### config.mk
export PLATFORM = sky130hd
export DESIGN_NAME = irq_trig_cell
export DESIGN_NICKNAME = d
export VERILOG_FILES = /design/src/rtl/irq_cell_pkg.sv /design/src/rtl/irq_line_sync.sv /design/src/rtl/irq_cfg_dec.sv /design/src/rtl/irq_detect.sv /design/src/rtl/irq_trig_cell.sv
export SDC_FILE = /design/constraint.sdc
export NUM_CORES = 1
export LEC_CHECK = 0
export BUFFER_PORTS_ARGS = -buffer_cell sky130_fd_sc_hd__clkbuf_2
export CORE_AREA = 3 3 40 42
export DETAILED_ROUTE_END_ITERATION = 6
export DIE_AREA = 0 0 43 45
export REMOVE_ABC_BUFFERS = 1
export SETUP_SLACK_MARGIN = 0.3
export SLEW_MARGIN = 5
export SYNTH_ARGS = -nofsm -noshare
export SYNTH_HDL_FRONTEND = slang
export SYNTH_SLANG_ARGS = --single-unit
### constraint.sdc
create_clock -name clk_i -period 2.1 [get_ports clk_i]
set_input_delay 0.63 -clock clk_i [delete_from_list [all_inputs] [get_ports clk_i]]
set_output_delay 0.63 -clock clk_i [all_outputs]
set_load 0.02 [all_outputs]
### src/rtl/irq_cell_pkg.sv
package irq_cell_pkg;
  localparam int CFG_W   = 8;
  localparam int B_LVL   = 0;
  localparam int B_MFE   = 1;
  localparam int B_MRE   = 2;
  localparam int B_CLR   = 3;
  localparam int IDX_LSB = 4;
  localparam int IDX_W   = 3;
  localparam int B_WR    = 7;

  typedef struct packed {
    logic lvl_sel;
    logic mask_fe;
    logic mask_re;
  } trig_cfg_t;

  localparam trig_cfg_t CFG_RST = '{lvl_sel: 1'b0, mask_fe: 1'b1, mask_re: 1'b1};
endpackage

### src/rtl/irq_line_sync.sv
module irq_line_sync #(
  parameter int STAGES = 2
) (
  input  logic clk_i,
  input  logic rst_ni,
  input  logic d_i,
  output logic q_o
);
  logic [STAGES-1:0] ff_q;

  generate
    for (genvar i = 0; i < STAGES; i++) begin : g_stage
      always_ff @(posedge clk_i or negedge rst_ni) begin
        if (!rst_ni) ff_q[i] <= 1'b0;
        else if (i == 0) ff_q[i] <= d_i;
        else ff_q[i] <= ff_q[(i > 0) ? i-1 : 0];
      end
    end
  endgenerate

  assign q_o = ff_q[STAGES-1];
endmodule

### src/rtl/irq_cfg_dec.sv
module irq_cfg_dec
  import irq_cell_pkg::*;
#(
  parameter int CELL_IDX = 0
) (
  input  logic             clk_i,
  input  logic             rst_ni,
  input  logic [CFG_W-1:0] byte_i,
  input  logic             we_i,
  input  logic             blk_en_i,
  output trig_cfg_t        cfg_o,
  output logic             clr_o
);
  localparam logic [IDX_W-1:0] MY_IDX = IDX_W'(CELL_IDX);

  logic      accept;
  trig_cfg_t cfg_q;

  assign accept = we_i && blk_en_i && byte_i[B_WR]
                  && (byte_i[IDX_LSB +: IDX_W] == MY_IDX);
  assign clr_o  = accept && byte_i[B_CLR];

  always_ff @(posedge clk_i or negedge rst_ni) begin
    if (!rst_ni) cfg_q <= CFG_RST;
    else if (accept) begin
      cfg_q.lvl_sel <= byte_i[B_LVL];
      cfg_q.mask_fe <= byte_i[B_MFE];
      cfg_q.mask_re <= byte_i[B_MRE];
    end
  end

  assign cfg_o = cfg_q;

  // mode holds without an accepted byte
  assert_cfg_hold_R2: assert property (@(posedge clk_i) disable iff (!rst_ni)
    !accept |=> $stable(cfg_q));
endmodule

### src/rtl/irq_detect.sv
module irq_detect
  import irq_cell_pkg::*;
(
  input  logic      clk_i,
  input  logic      rst_ni,
  input  trig_cfg_t cfg_i,
  input  logic      clr_i,
  input  logic      s_i,
  output logic      pend_o
);
  logic prev_q, pend_q;
  logic rise, fall, edge_hit, lvl_hit, evt;

  always_ff @(posedge clk_i or negedge rst_ni) begin
    if (!rst_ni) prev_q <= 1'b0;
    else         prev_q <= s_i;
  end

  assign rise     = s_i && !prev_q;
  assign fall     = !s_i && prev_q;
  assign edge_hit = (!cfg_i.mask_re && rise) || (!cfg_i.mask_fe && fall);
  assign lvl_hit  = (!cfg_i.mask_re && s_i) || (!cfg_i.mask_fe && !s_i);
  assign evt      = cfg_i.lvl_sel ? lvl_hit : edge_hit;

  // event beats a same-cycle clear
  always_ff @(posedge clk_i or negedge rst_ni) begin
    if (!rst_ni) pend_q <= 1'b0;
    else         pend_q <= evt || (pend_q && !clr_i);
  end

  assign pend_o = pend_q;

  assert_masked_quiet_R9: assert property (@(posedge clk_i) disable iff (!rst_ni)
    (cfg_i.mask_fe && cfg_i.mask_re && !pend_q) |=> !pend_q);
  assert_rise_sets_R4: assert property (@(posedge clk_i) disable iff (!rst_ni)
    (!cfg_i.lvl_sel && !cfg_i.mask_re && s_i && !prev_q) |=> pend_q);
  assert_edge_sticky_R13: assert property (@(posedge clk_i) disable iff (!rst_ni)
    (!cfg_i.lvl_sel && pend_q && !clr_i) |=> pend_q);
endmodule

### src/rtl/irq_trig_cell.sv
module irq_trig_cell
  import irq_cell_pkg::*;
#(
  parameter int CELL_IDX    = 0,
  parameter int SYNC_STAGES = 2
) (
  input  logic             clk_i,
  input  logic             rst_ni,
  input  logic             line_i,
  input  logic [CFG_W-1:0] cfg_byte_i,
  input  logic             cfg_we_i,
  input  logic             blk_en_i,
  output logic             pend_o,
  output logic             level_o
);
  logic      line_s;
  logic      clr;
  trig_cfg_t cfg;

  irq_line_sync #(.STAGES(SYNC_STAGES)) u_sync (
    .clk_i (clk_i),
    .rst_ni(rst_ni),
    .d_i   (line_i),
    .q_o   (line_s)
  );

  irq_cfg_dec #(.CELL_IDX(CELL_IDX)) u_cfg (
    .clk_i   (clk_i),
    .rst_ni  (rst_ni),
    .byte_i  (cfg_byte_i),
    .we_i    (cfg_we_i),
    .blk_en_i(blk_en_i),
    .cfg_o   (cfg),
    .clr_o   (clr)
  );

  irq_detect u_det (
    .clk_i (clk_i),
    .rst_ni(rst_ni),
    .cfg_i (cfg),
    .clr_i (clr),
    .s_i   (line_s),
    .pend_o(pend_o)
  );

  assign level_o = line_s;

  // clear under a fully masked mode leaves nothing pending
  assert_clear_drops_R10: assert property (@(posedge clk_i) disable iff (!rst_ni)
    (clr && cfg.mask_fe && cfg.mask_re) |=> !pend_o);
endmodule

## Yosys cells after proc, flatten, opt, wreduce, memory -nomap -nowiden

Cells that the tools add are included.

| word-level totals | value |
|---|---|
| register bits after elaboration | 7 |
| output and inout port bits | 2 |
| bits in latches | 0 |
| memories kept | 0 |
| memory bits (read-only) | 0 |
| RAM bits | 0 |
| input port bits | 13 |

| operators by class | value |
|---|---|
| equal/unequal tests | 0 |
| shift operators | 0 |
| reductions and logical operators | 20 |
| divide/modulo/power cells | 0 |
| muxes and demuxes | 1 |
| bitwise gates (word level) | 0 |
| $add $sub $neg | 0 |
| order comparisons | 0 |
| multipliers | 0 |

Operators by type and width:

| kind | number |
|---|---|
| logical AND 1 bit | 11 |
| logical NOT 1 bit | 5 |
| logical NOT 3 bit | 1 |
| logical OR 1 bit | 3 |
| two-way mux 1 bit | 1 |

## Depth between registers and ports, before layout

Gate-level depths: netlist (run 1).

| depth | value |
|---|---|
| depth in word-level cells | 7 |
| mapped depth | 3 |

## Modules after synthesis

A second synthesis (run 1) with hierarchy kept.

| second synthesis, totals | value |
|---|---|
| cell total of the unflattened synthesis | 19 |
| area total of the unflattened synthesis | 289.0 sq um |

By module, submodules not included:

| module | instances | area each (sq um) | cells an instance | sequential area each (sq um) |
|---|---|---|---|---|
| irq_cfg_dec | 1 | 156.4 | 9 | 77.6 |
| irq_detect | 1 | 82.6 | 8 | 50.0 |
| irq_line_sync | 1 | 50.0 | 2 | 50.0 |

## Least setup slack after synthesis (run 1)

Ideal clock, no wire load.

| path | value |
|---|---|
| path kind | in2reg |
| start | in cfg_byte_i[5] |
| end | reg u_cfg.cfg_q (netlist bit u_cfg.cfg_o[2]) |
| setup time | 0.125 ns |
| path buffers | 0 |
| slack | 0.555 ns |
| arrival time | 1.419 ns |
| stages | 3 |
| cells stage by stage | nor4b_4 and3_4 mux2_4 |

| between the ends | value |
|---|---|
| longest elaborated chain between the ends | 2 |

RTL lines:

| item | RTL line | RTL |
|---|---|---|
| from (decl) | irq_trig_cell.sv:10 | `input logic [CFG_W-1:0] cfg_byte_i,` |
| logical NOT 3 bit | irq_cfg_dec.sv:20 | `&& (byte_i[IDX_LSB +: IDX_W] == MY_IDX);` |
| logical AND 1 bit | irq_cfg_dec.sv:20 |  |
| to (decl) | irq_cfg_dec.sv:17 | `trig_cfg_t cfg_q;` |

No other way between the ends.
A chain may end at the register's enable or synchronous reset.

## Worst setup path in the final report (run 1)

| path | value |
|---|---|
| start | reg u_sync.ff_q[1], in the netlist u_sync.q_o |
| end | out level_o |

RTL lines:

| item | RTL line | RTL |
|---|---|---|
| from (decl) | irq_line_sync.sv:9 | `logic [STAGES-1:0] ff_q;` |
| from (signal, indexed assignment) | irq_line_sync.sv:15 | `else if (i == 0) ff_q[i] <= d_i;` |
| from (signal, indexed assignment) | irq_line_sync.sv:16 | `else ff_q[i] <= ff_q[(i > 0) ? i-1 : 0];` |
| to (decl) | irq_trig_cell.sv:14 | `output logic level_o` |

No word-level cell between the ends.

==> flow_metrics.env, run 1 <==
export IMPL_ctsRootBufferMaster="sky130_fd_sc_hd__clkbuf_4"
export IMPL_drv_slew=0
export IMPL_worstPathCellList="clkbuf_2"
export IMPL_syn_inst=19
export IMPL_rsz0062_at_grt="no"
export IMPL_cpPeakStageDelay_ps=390
export IMPL_outcome="finished, final reports clean"
export IMPL_cts_num_sinks=7
export IMPL_post_synth_top_area_fraction=0.4219
export IMPL_synth_compound_area_frac=0.07595
export IMPL_post_layout_nets=51
export IMPL_number_of_warnings_reported_in_the_yosys_synthesis_log=0
export IMPL_cp_required_ps=1470
export IMPL_vias_per_cell=4.115
export IMPL_cts_buffers=3
export IMPL_num_vias=214
export IMPL_synth_largest_area_cell="sky130_fd_sc_hd__dfrtp_1"
export IMPL_worst_slew_pin_slew_ps=213.4
export IMPL_tritoncts_clock_tree="yes"
export IMPL_worst_r2r_cell_count=2
export IMPL_critical_path_peak_fanout=4
export IMPL_hold_viol=0
export IMPL_worst_ir_drop_vdd_uv=400.8
export IMPL_hpwl_um=469.6
export IMPL_wl_um=565
export IMPL_initial_core_util=0.2308
export IMPL_setup_violations_final=0
export IMPL_critPathBufInv=1
export IMPL_synth_top_family_by_area="multiplexers"
export IMPL_syn_mean_instance_area_um2=15.61
export IMPL_power_density_mw_per_mm2=807.1
export IMPL_clkLatencyLatePin_ps=250
export IMPL_num_fill_cells=130
export IMPL_grt_overflow=0
export IMPL_largest_net_degree_at_the_start_of_global_routing=8
export IMPL_critical_path_endpoint_type="output port"
export IMPL_synth_fa_ha_area_frac=0
export IMPL_fin_crit_sh=0.6952
export IMPL_synth_yosys_seq_area_share=0.5992
export IMPL_io_buffers=14
export IMPL_crit_arrival_ps=830
export IMPL_synthDistinctLibCells=11
export IMPL_first_pass_iteration_count_of_the_detailed_router=2
export IMPL_multi_input_area_um2=111.4
export IMPL_grt_usage=0.08557
export IMPL_diodes=0
export IMPL_post_cts_repair_setup_buffers=0
export IMPL_path_class="flop to output port"
export IMPL_holdBufCountCts=0
export IMPL_antenna_found_initial=0
export IMPL_setup_tns_final_ps=0
export IMPL_wl_per_cell_um=10.87
export IMPL_dp_cells=48
export IMPL_seqCellArea_um2=177.7
export IMPL_grt_first_pass_wirelength_um=1097
export IMPL_critical_path_reg2reg_startpoint="u_cfg.cfg_o[1]"
export IMPL_synth_seq_cells=7
export IMPL_worstSetupStartpointType="flop"
export IMPL_drcViolationCount=0
export IMPL_grt_pass1_vias=269
export IMPL_synthesis_area_um2=296.5
export IMPL_ioPinCount=15
export IMPL_die_area_mm2=0.001935
export IMPL_power_leakage_uw=0.0002019
export IMPL_dieHeight_um=45
export IMPL_dieWidth_um=43
export IMPL_rrSetupSlack_ps=1140
export IMPL_syn_to_final_growth_pct=38.82
export IMPL_cp_slowest_cell="sky130_fd_sc_hd__dfrtp_1"
export IMPL_postCtsResizedCells=0
export IMPL_worstReg2RegEnd="u_det.pend_o"
export IMPL_path_delay_family="flip-flops"
export IMPL_synthSimpleGateAreaFrac=0.1477
export IMPL_final_layout_size_suffix_gt1_frac=0.6486
export IMPL_floorplan_core_area_mm2=0.001285
export IMPL_share_of_the_synthesized_netlist_area_taken_by_xor_and_xnor_gates=0
export IMPL_ctsHtreeMaxLevel=1
export IMPL_hold_crit_path_type="input pin to async pin"
export IMPL_slew_limit_headroom=0.8571
export IMPL_gp_congestion=0.6592
export IMPL_timing_max_cap_violations=0
export IMPL_synth_mux_area_frac=0.1519
export IMPL_timing_fmax_mhz=685.0
export IMPL_detail_route_iter0_violations=2
export IMPL_clock_tree_buffer_depth=2
export IMPL_setup_skew_after_layout_ps=3.423
export IMPL_synth_top_cells_by_area="sky130_fd_sc_hd__dfrtp_1, sky130_fd_sc_hd__dfstp_2, sky130_fd_sc_hd__mux2_4, sky130_fd_sc_hd__nor4b_4, sky130_fd_sc_hd__and3_4"
export IMPL_antenna_left=0
export IMPL_instances_no_fill=52
export IMPL_clock_pin_transition_on_the_worst_setup_and_hold_timing_paths_ps=50
export IMPL_min_period_ps=1460
export IMPL_site_rows=13
[kinds of logic after synthesis]
| kind of cell | after synthesis |
|---|---|
| flops | 7 |
| simple gates | 4 |
| compound gates | 3 |
| mux | 3 |
| buf+inv | 2 |
[metal layers]
metal / GRT usage / wire, µm / vias to the layer above
met4: 0.03614 / 0 / 0
met2: 0.1168 / 218 / 16
met3: 0.08367 / 103 / 0
met1: 0.08867 / 243 / 95
met5: 0 / 0 / -
li1: - / - / 103
[cell usage after synthesis, drive strengths merged]
cell type / number
a211o: 1
a21oi: 1
a41oi: 1
and3: 1
dfrtp: 5
dfstp: 2
inv: 2
mux2: 3
nor2: 1
nor3: 1
nor4b: 1
[final cells by class]
type                    instances  share of cell area
flip-flops and latches          7              0.4316
repair buffers                 14              0.1702
inverters                       2             0.01824
multi-input cells              10              0.2705
clock buffers                   4             0.06383
well taps                      15             0.04559
[cell usage in the layout (no fill, tap or decap), types with 2 or more instances in the layout]
| cell type | count |
|---|---|
| sky130_fd_sc_hd__clkbuf_2 | 14 |
| sky130_fd_sc_hd__dfrtp_1 | 5 |
| sky130_fd_sc_hd__mux2_4 | 3 |
| sky130_fd_sc_hd__clkbuf_4 | 3 |
| sky130_fd_sc_hd__inv_1 | 2 |
| sky130_fd_sc_hd__dfstp_2 | 2 |
[power by group]
part | internal, µW | switching (µW)
registers | 155 | 8.94
clock network | 72.6 | 50.6
logic | 28.3 | 16.8
[worst max path at each step]
stage | startpoint | to | slack (ps) | cells past startpoint
final | u_sync.q_o | level_o | 640 | 1
after global routing | u_sync.q_o | level_o | 600 | 1
after CTS | u_sync.q_o | level_o | 640 | 1
after detailed placement | cfg_byte_i[5] | u_cfg.cfg_o[2] | 400 | 4
after global placement | cfg_byte_i[5] | u_cfg.cfg_o[2] | 420 | 4
after floorplan | cfg_byte_i[5] | u_cfg.cfg_o[2] | 560 | 3
[state kept, by name, summed over array words and instances, names as in the netlist]
name	count
u_det.prev_q	1
u_sync.q_o	1
u_det.pend_o	1
u_cfg.cfg_o	3
u_sync.ff_q	1
[metrics by stage]
stage                     hold WS, ps    util  total power (µW)  worst slack, ps  cell area, µm²
after floorplan                 331.2       -             190.0            555.5           296.5
after global placement          334.3  0.2999             210.5            422.4           385.4
after detailed placement        338.9  0.2999             212.3            404.3           385.4
after CTS                       204.4  0.3204             338.2            637.5           411.6
after global routing            194.8  0.3204             362.3            596.8           411.6
final                           200.2  0.3204             332.2            640.1           411.6
(Power assumes the default switching activity.)
==> inputs of run 2 (changes only) <==
Clock period 2.1 ns to 1.3 ns, I/O delays scaled along.
==> flow_metrics.env, run 2 (synthesized netlist as in run 1, its figures left out) <==
export IMPL_fin_worst_hold_slack_ps=240.4
export IMPL_critical_path_endpoint_type="flop"
export IMPL_detail_route_iter0_violations=0
export IMPL_worst_r2r_cell_count=4
export IMPL_antenna_found_initial=0
export IMPL_worstSetupStartpointType="input pin"
export IMPL_clock_power_share=0.366
export IMPL_ctsHtreeMaxLevel=1
export IMPL_hold_crit_path_type="input pin to flop"
export IMPL_final_layout_size_suffix_gt1_frac=0.6829
export IMPL_wl_um=631
export IMPL_hpwl_um=451.6
export IMPL_timing_fmax_mhz=837.9
export IMPL_power_frac_comb=0.158
export IMPL_timing_max_cap_violations=0
export IMPL_cts_num_sinks=7
export IMPL_hold_path_depth=1
export IMPL_seqCellArea_um2=177.7
export IMPL_min_period_ps=1193
export IMPL_drcViolationCount=0
export IMPL_num_fill_cells=127
export IMPL_clock_pin_transition_on_the_worst_setup_and_hold_timing_paths_ps=50
export IMPL_fin_crit_sh=0.9180
export IMPL_cpPeakStageDelay_ps=300
export IMPL_syn_to_final_growth_pct=58.65
export IMPL_dp_cells=48
export IMPL_grt_usage=0.07227
export IMPL_layout_cell_area_non_filler_um2=470.5
export IMPL_path_class="input pin to flop"
export IMPL_power_leakage_uw=0.0002274
export IMPL_path_delay_family="simple AND/OR/NAND/NOR gates"
export IMPL_rsz0062_at_grt="yes"
export IMPL_ioPinCount=15
export IMPL_setup_violations_final=0
export IMPL_most_common_cell_after_layout_fill_and_taps_aside="sky130_fd_sc_hd__clkbuf_2"
export IMPL_worstReg2RegEnd="u_det.pend_o"
export IMPL_die_area_mm2=0.001935
export IMPL_timing_hold_worst_start="line_i"
export IMPL_tritoncts_clock_tree="yes"
export IMPL_rrSetupSlack_ps=260
export IMPL_design_power_total_uw=555.5
export IMPL_place_area_um2=385.4
export IMPL_worst_slew_pin_slew_ps=223.7
export IMPL_critical_path_reg2reg_startpoint="u_sync.q_o"
export IMPL_gp_congestion=0.6362
export IMPL_terminating_pin_of_the_worst_hold_path="u_sync.ff_q[0]"
export IMPL_instances_no_fill=56
export IMPL_floorplan_core_area_mm2=0.001285
export IMPL_grt_overflow=0
export IMPL_switching_share=0.2360
export IMPL_worst_ir_drop_vdd_uv=603.1
export IMPL_clkLatencyLatePin_ps=250
export IMPL_dieWidth_um=43
export IMPL_vias_per_cell=4.232
export IMPL_diodes=0
export IMPL_dieHeight_um=45
export IMPL_setup_skew_after_layout_ps=0.1784
export IMPL_initial_core_util=0.2308
export IMPL_hold_viol=0
export IMPL_io_buffers=14
export IMPL_largest_register_ff_count=3
export IMPL_outcome="finished, final reports clean"
export IMPL_ctsRootBufferMaster="sky130_fd_sc_hd__clkbuf_4"
export IMPL_net_load_switching_power_uw=131.1
export IMPL_drv_slew=0
export IMPL_first_pass_iteration_count_of_the_detailed_router=1
export IMPL_commonest_non_fill_non_tap_cells_in_the_layout="sky130_fd_sc_hd__clkbuf_2, sky130_fd_sc_hd__dfrtp_1"
export IMPL_slew_limit_headroom=0.8502
export IMPL_critical_path_peak_fanout=3
export IMPL_wl_per_cell_um=11.27
export IMPL_grt_pass1_vias=216
export IMPL_site_rows=13
export IMPL_power_density_mw_per_mm2=1181
export IMPL_antenna_left=0
export IMPL_crit_arrival_ps=1330
export IMPL_cp_required_ps=1440
export IMPL_largest_net_degree_at_the_start_of_global_routing=8
export IMPL_clock_tree_buffer_depth=2
export IMPL_grt_first_pass_wirelength_um=890
export IMPL_worstPathCellList="buf_6 -> nor4b_4 -> and3_4 -> mux2_4"
export IMPL_multi_input_area_um2=118.9
export IMPL_post_layout_nets=55
export IMPL_critPathBufInv=1
export IMPL_cp_slowest_cell="sky130_fd_sc_hd__mux2_4"
export IMPL_cts_buffers=3
export IMPL_seq_power_share=0.476
export IMPL_cell_internal_pwr_uw=424.4
export IMPL_num_vias=237
-- run 2: cell count changes in the layout (fill, tap and decap cells not counted) --
cell and change:
sky130_fd_sc_hd__buf_4 +3, sky130_fd_sc_hd__clkbuf_2 -3, sky130_fd_sc_hd__a41oi_1 -1, sky130_fd_sc_hd__buf_6 +3
sky130_fd_sc_hd__dlygate4sd3_1 +1, sky130_fd_sc_hd__a41oi_2 +1
-- run 2: what timing repair did --
| action | CTS | global route |
|---|---|---|
| resized for setup | 2 | 6 |
| pin swaps | 0 | 2 |
| endpoints found under the setup margin | 6 | 6 |
| hold buffers | 1 | 0 |
| endpoints found under the hold margin | 5 | 0 |
| setup buffers | 2 | 1 |
-- run 2: worst max-delay path by stage --
| stage | start | end | slack [ps] | cells after the start |
|---|---|---|---|---|
| after global placement | cfg_byte_i[5] | u_cfg.cfg_o[2] | -160 | 4 |
| after floorplan | cfg_byte_i[5] | u_cfg.cfg_o[2] | -5 | 3 |
| final | cfg_byte_i[6] | u_cfg.cfg_o[2] | 110 | 4 |
| after CTS | cfg_byte_i[5] | u_cfg.cfg_o[2] | 90 | 4 |
| after detailed placement | cfg_byte_i[5] | u_cfg.cfg_o[2] | -170 | 4 |
| after global routing | cfg_byte_i[4] | u_cfg.cfg_o[2] | 60 | 4 |
-- run 2: cell type report --
type,instances,area share
Inverter,2,0.01596
Multi-Input combinational cell,10,0.2527
Clock buffer,4,0.05585
Sequential cell,7,0.3777
Timing Repair Buffer,18,0.2580
Tap cell,15,0.03989
-- run 2: power by group through the flow --
stage / Clock, µW / Sequential [µW] / Combinational (µW)
after CTS: 209 / 265 / 82.9
after global routing: 222 / 268 / 94.4
final: 203 / 265 / 87.6
after detailed placement: 0 / 269 / 73.4
after global placement: 0 / 268 / 71.0
after floorplan: 0 / 267 / 40.3
-- run 2: metal layers --
metal,vias up,part of all wire,GRT usage
met4,0,0.016,0.05422
met5,-,0,0
li1,113,-,-
met1,106,0.43,0.07178
met3,2,0.13,0.05976
met2,16,0.42,0.09880
-- run 2: stage by stage --
stage,setup slack (ps),setup TNS (ps),util
floorplan,-4.535,-4.535,-
global placement,-157.5,-397.0,0.2999
detailed placement,-174.6,-451.4,0.2999
CTS,93.12,0,0.3476
global route,61.04,0,0.3661
finish,106.6,0,0.3661
==> inputs of run 3 (changes only) <==
Settings changed: PLACE_DENSITY set to 0.47.
==> flow_metrics.env, run 3 (synthesized netlist as in run 1, its figures left out) <==
export IMPL_net_load_switching_power_uw=117.5
export IMPL_floorplan_core_area_mm2=0.001285
export IMPL_fin_worst_hold_slack_ps=253.1
export IMPL_layout_cell_area_non_filler_um2=451.7
export IMPL_clock_tree_buffer_depth=2
export IMPL_hpwl_um=458.6
export IMPL_worst_r2r_cell_count=2
export IMPL_io_buffers=14
export IMPL_grt_first_pass_wirelength_um=1000
export IMPL_dieHeight_um=45
export IMPL_grt_pass1_vias=235
export IMPL_path_class="input pin to flop"
export IMPL_power_leakage_uw=0.0002199
export IMPL_setup_violations_final=0
export IMPL_critical_path_endpoint_type="flop"
export IMPL_timing_max_cap_violations=0
export IMPL_instances_no_fill=55
export IMPL_drv_slew=0
export IMPL_power_density_mw_per_mm2=1191
export IMPL_ioPinCount=15
export IMPL_first_pass_iteration_count_of_the_detailed_router=2
export IMPL_site_rows=13
export IMPL_initial_core_util=0.2308
export IMPL_power_frac_comb=0.152
export IMPL_outcome="finished, final reports clean"
export IMPL_worst_ir_drop_vdd_uv=420.4
export IMPL_num_vias=228
export IMPL_clkLatencyLatePin_ps=250
export IMPL_cts_buffers=3
export IMPL_hold_path_depth=1
export IMPL_cell_internal_pwr_uw=420.5
export IMPL_fin_crit_sh=0.9193
export IMPL_slew_limit_headroom=0.8539
export IMPL_dieWidth_um=43
export IMPL_cp_required_ps=1430
export IMPL_antenna_found_initial=0
export IMPL_terminating_pin_of_the_worst_hold_path="u_sync.ff_q[0]"
export IMPL_post_layout_nets=54
export IMPL_cts_num_sinks=7
export IMPL_worstSetupStartpointType="input pin"
export IMPL_wl_per_cell_um=11.67
export IMPL_largest_net_degree_at_the_start_of_global_routing=8
export IMPL_grt_usage=0.07550
export IMPL_commonest_non_fill_non_tap_cells_in_the_layout="sky130_fd_sc_hd__clkbuf_2, sky130_fd_sc_hd__dfrtp_1, sky130_fd_sc_hd__mux2_4, sky130_fd_sc_hd__clkbuf_4, sky130_fd_sc_hd__buf_4"
export IMPL_tritoncts_clock_tree="yes"
export IMPL_place_area_um2=385.4
export IMPL_hold_viol=0
export IMPL_design_power_total_uw=538.0
export IMPL_diodes=0
export IMPL_min_period_ps=1195
export IMPL_ctsHtreeMaxLevel=1
export IMPL_drcViolationCount=0
export IMPL_largest_register_ff_count=3
export IMPL_critical_path_reg2reg_startpoint="u_cfg.cfg_o[0]"
export IMPL_detail_route_iter0_violations=1
export IMPL_seq_power_share=0.492
export IMPL_worst_slew_pin_slew_ps=218.3
export IMPL_wl_um=642
export IMPL_rsz0062_at_grt="yes"
export IMPL_rrSetupSlack_ps=340
export IMPL_most_common_cell_after_layout_fill_and_taps_aside="sky130_fd_sc_hd__clkbuf_2"
export IMPL_timing_fmax_mhz=836.8
export IMPL_switching_share=0.2185
export IMPL_hold_crit_path_type="input pin to flop"
export IMPL_vias_per_cell=4.145
export IMPL_critical_path_peak_fanout=3
export IMPL_die_area_mm2=0.001935
export IMPL_clock_pin_transition_on_the_worst_setup_and_hold_timing_paths_ps=50
export IMPL_worstReg2RegEnd="u_det.pend_o"
export IMPL_crit_arrival_ps=1330
export IMPL_ctsRootBufferMaster="sky130_fd_sc_hd__clkbuf_4"
export IMPL_dp_cells=48
export IMPL_timing_hold_worst_start="line_i"
export IMPL_gp_congestion=0.6539
export IMPL_final_layout_size_suffix_gt1_frac=0.6500
export IMPL_grt_overflow=0
export IMPL_syn_to_final_growth_pct=52.32
export IMPL_clock_power_share=0.357
export IMPL_antenna_left=0
export IMPL_setup_skew_after_layout_ps=1.413
## run 3: cell type report
type,instances,area [µm²]
repair buffers,17,110.1
inverters,2,7.507
multi-input cells,10,111.4
fillers,130,833.3
clock buffers,4,26.28
well taps,15,18.77
flip-flops and latches,7,177.7
## run 3: how the worst max path moves through the flow
stage / start / to
after floorplan: cfg_byte_i[5] / u_cfg.cfg_o[2]
after global placement: cfg_byte_i[5] / u_cfg.cfg_o[2]
after detailed placement: cfg_byte_i[5] / u_cfg.cfg_o[2]
after CTS: cfg_byte_i[5] / u_cfg.cfg_o[2]
after global routing: cfg_byte_i[4] / u_cfg.cfg_o[2]
final: cfg_byte_i[5] / u_cfg.cfg_o[2]
## run 3: per-layer routing
layer | track usage | part of all wire | vias up
li1 | - | - | 110
met1 | 0.08128 | 0.34 | 107
met2 | 0.1138 | 0.56 | 11
met3 | 0.02789 | 0.093 | 0
met4 | 0.07229 | 0 | 0
met5 | 0 | 0 | -
## run 3: critical path, stage by stage
cell and delay (ps):
sky130_fd_sc_hd__buf_6 100, sky130_fd_sc_hd__nor4b_4 280, sky130_fd_sc_hd__and3_4 260, sky130_fd_sc_hd__mux2_4 300
## run 3: repair_timing
item	in CTS	in global routing
endpoints found under the setup margin	6	6
buffers inserted	1	1
cloned	0	0
hold buffers	1	0
resized for setup	1	6
endpoints found under the hold margin	5	0
## run 3: per-stage QoR
stage	setup WS, ps	util	TNS (ps)
after floorplan	-4.535	-	-4.535
after global placement	-142.7	0.2999	-352.4
after detailed placement	-156.3	0.2999	-378.8
after CTS	100.8	0.3359	0
after global routing	87.86	0.3515	0
final	104.9	0.3515	0
## run 3: power by group through the flow
| stage | combinational (µW) | sequential (µW) | clock (µW) |
|---|---|---|---|
| 5_1_grt | 91.2 | 269 | 214 |
| 4_1_cts | 79.6 | 265 | 205 |
| 3_5_place_dp | 72.2 | 269 | 0 |
| 3_3_place_gp | 71.4 | 268 | 0 |
| 6_report | 81.5 | 265 | 192 |
| 2_1_floorplan | 40.3 | 267 | 0 |
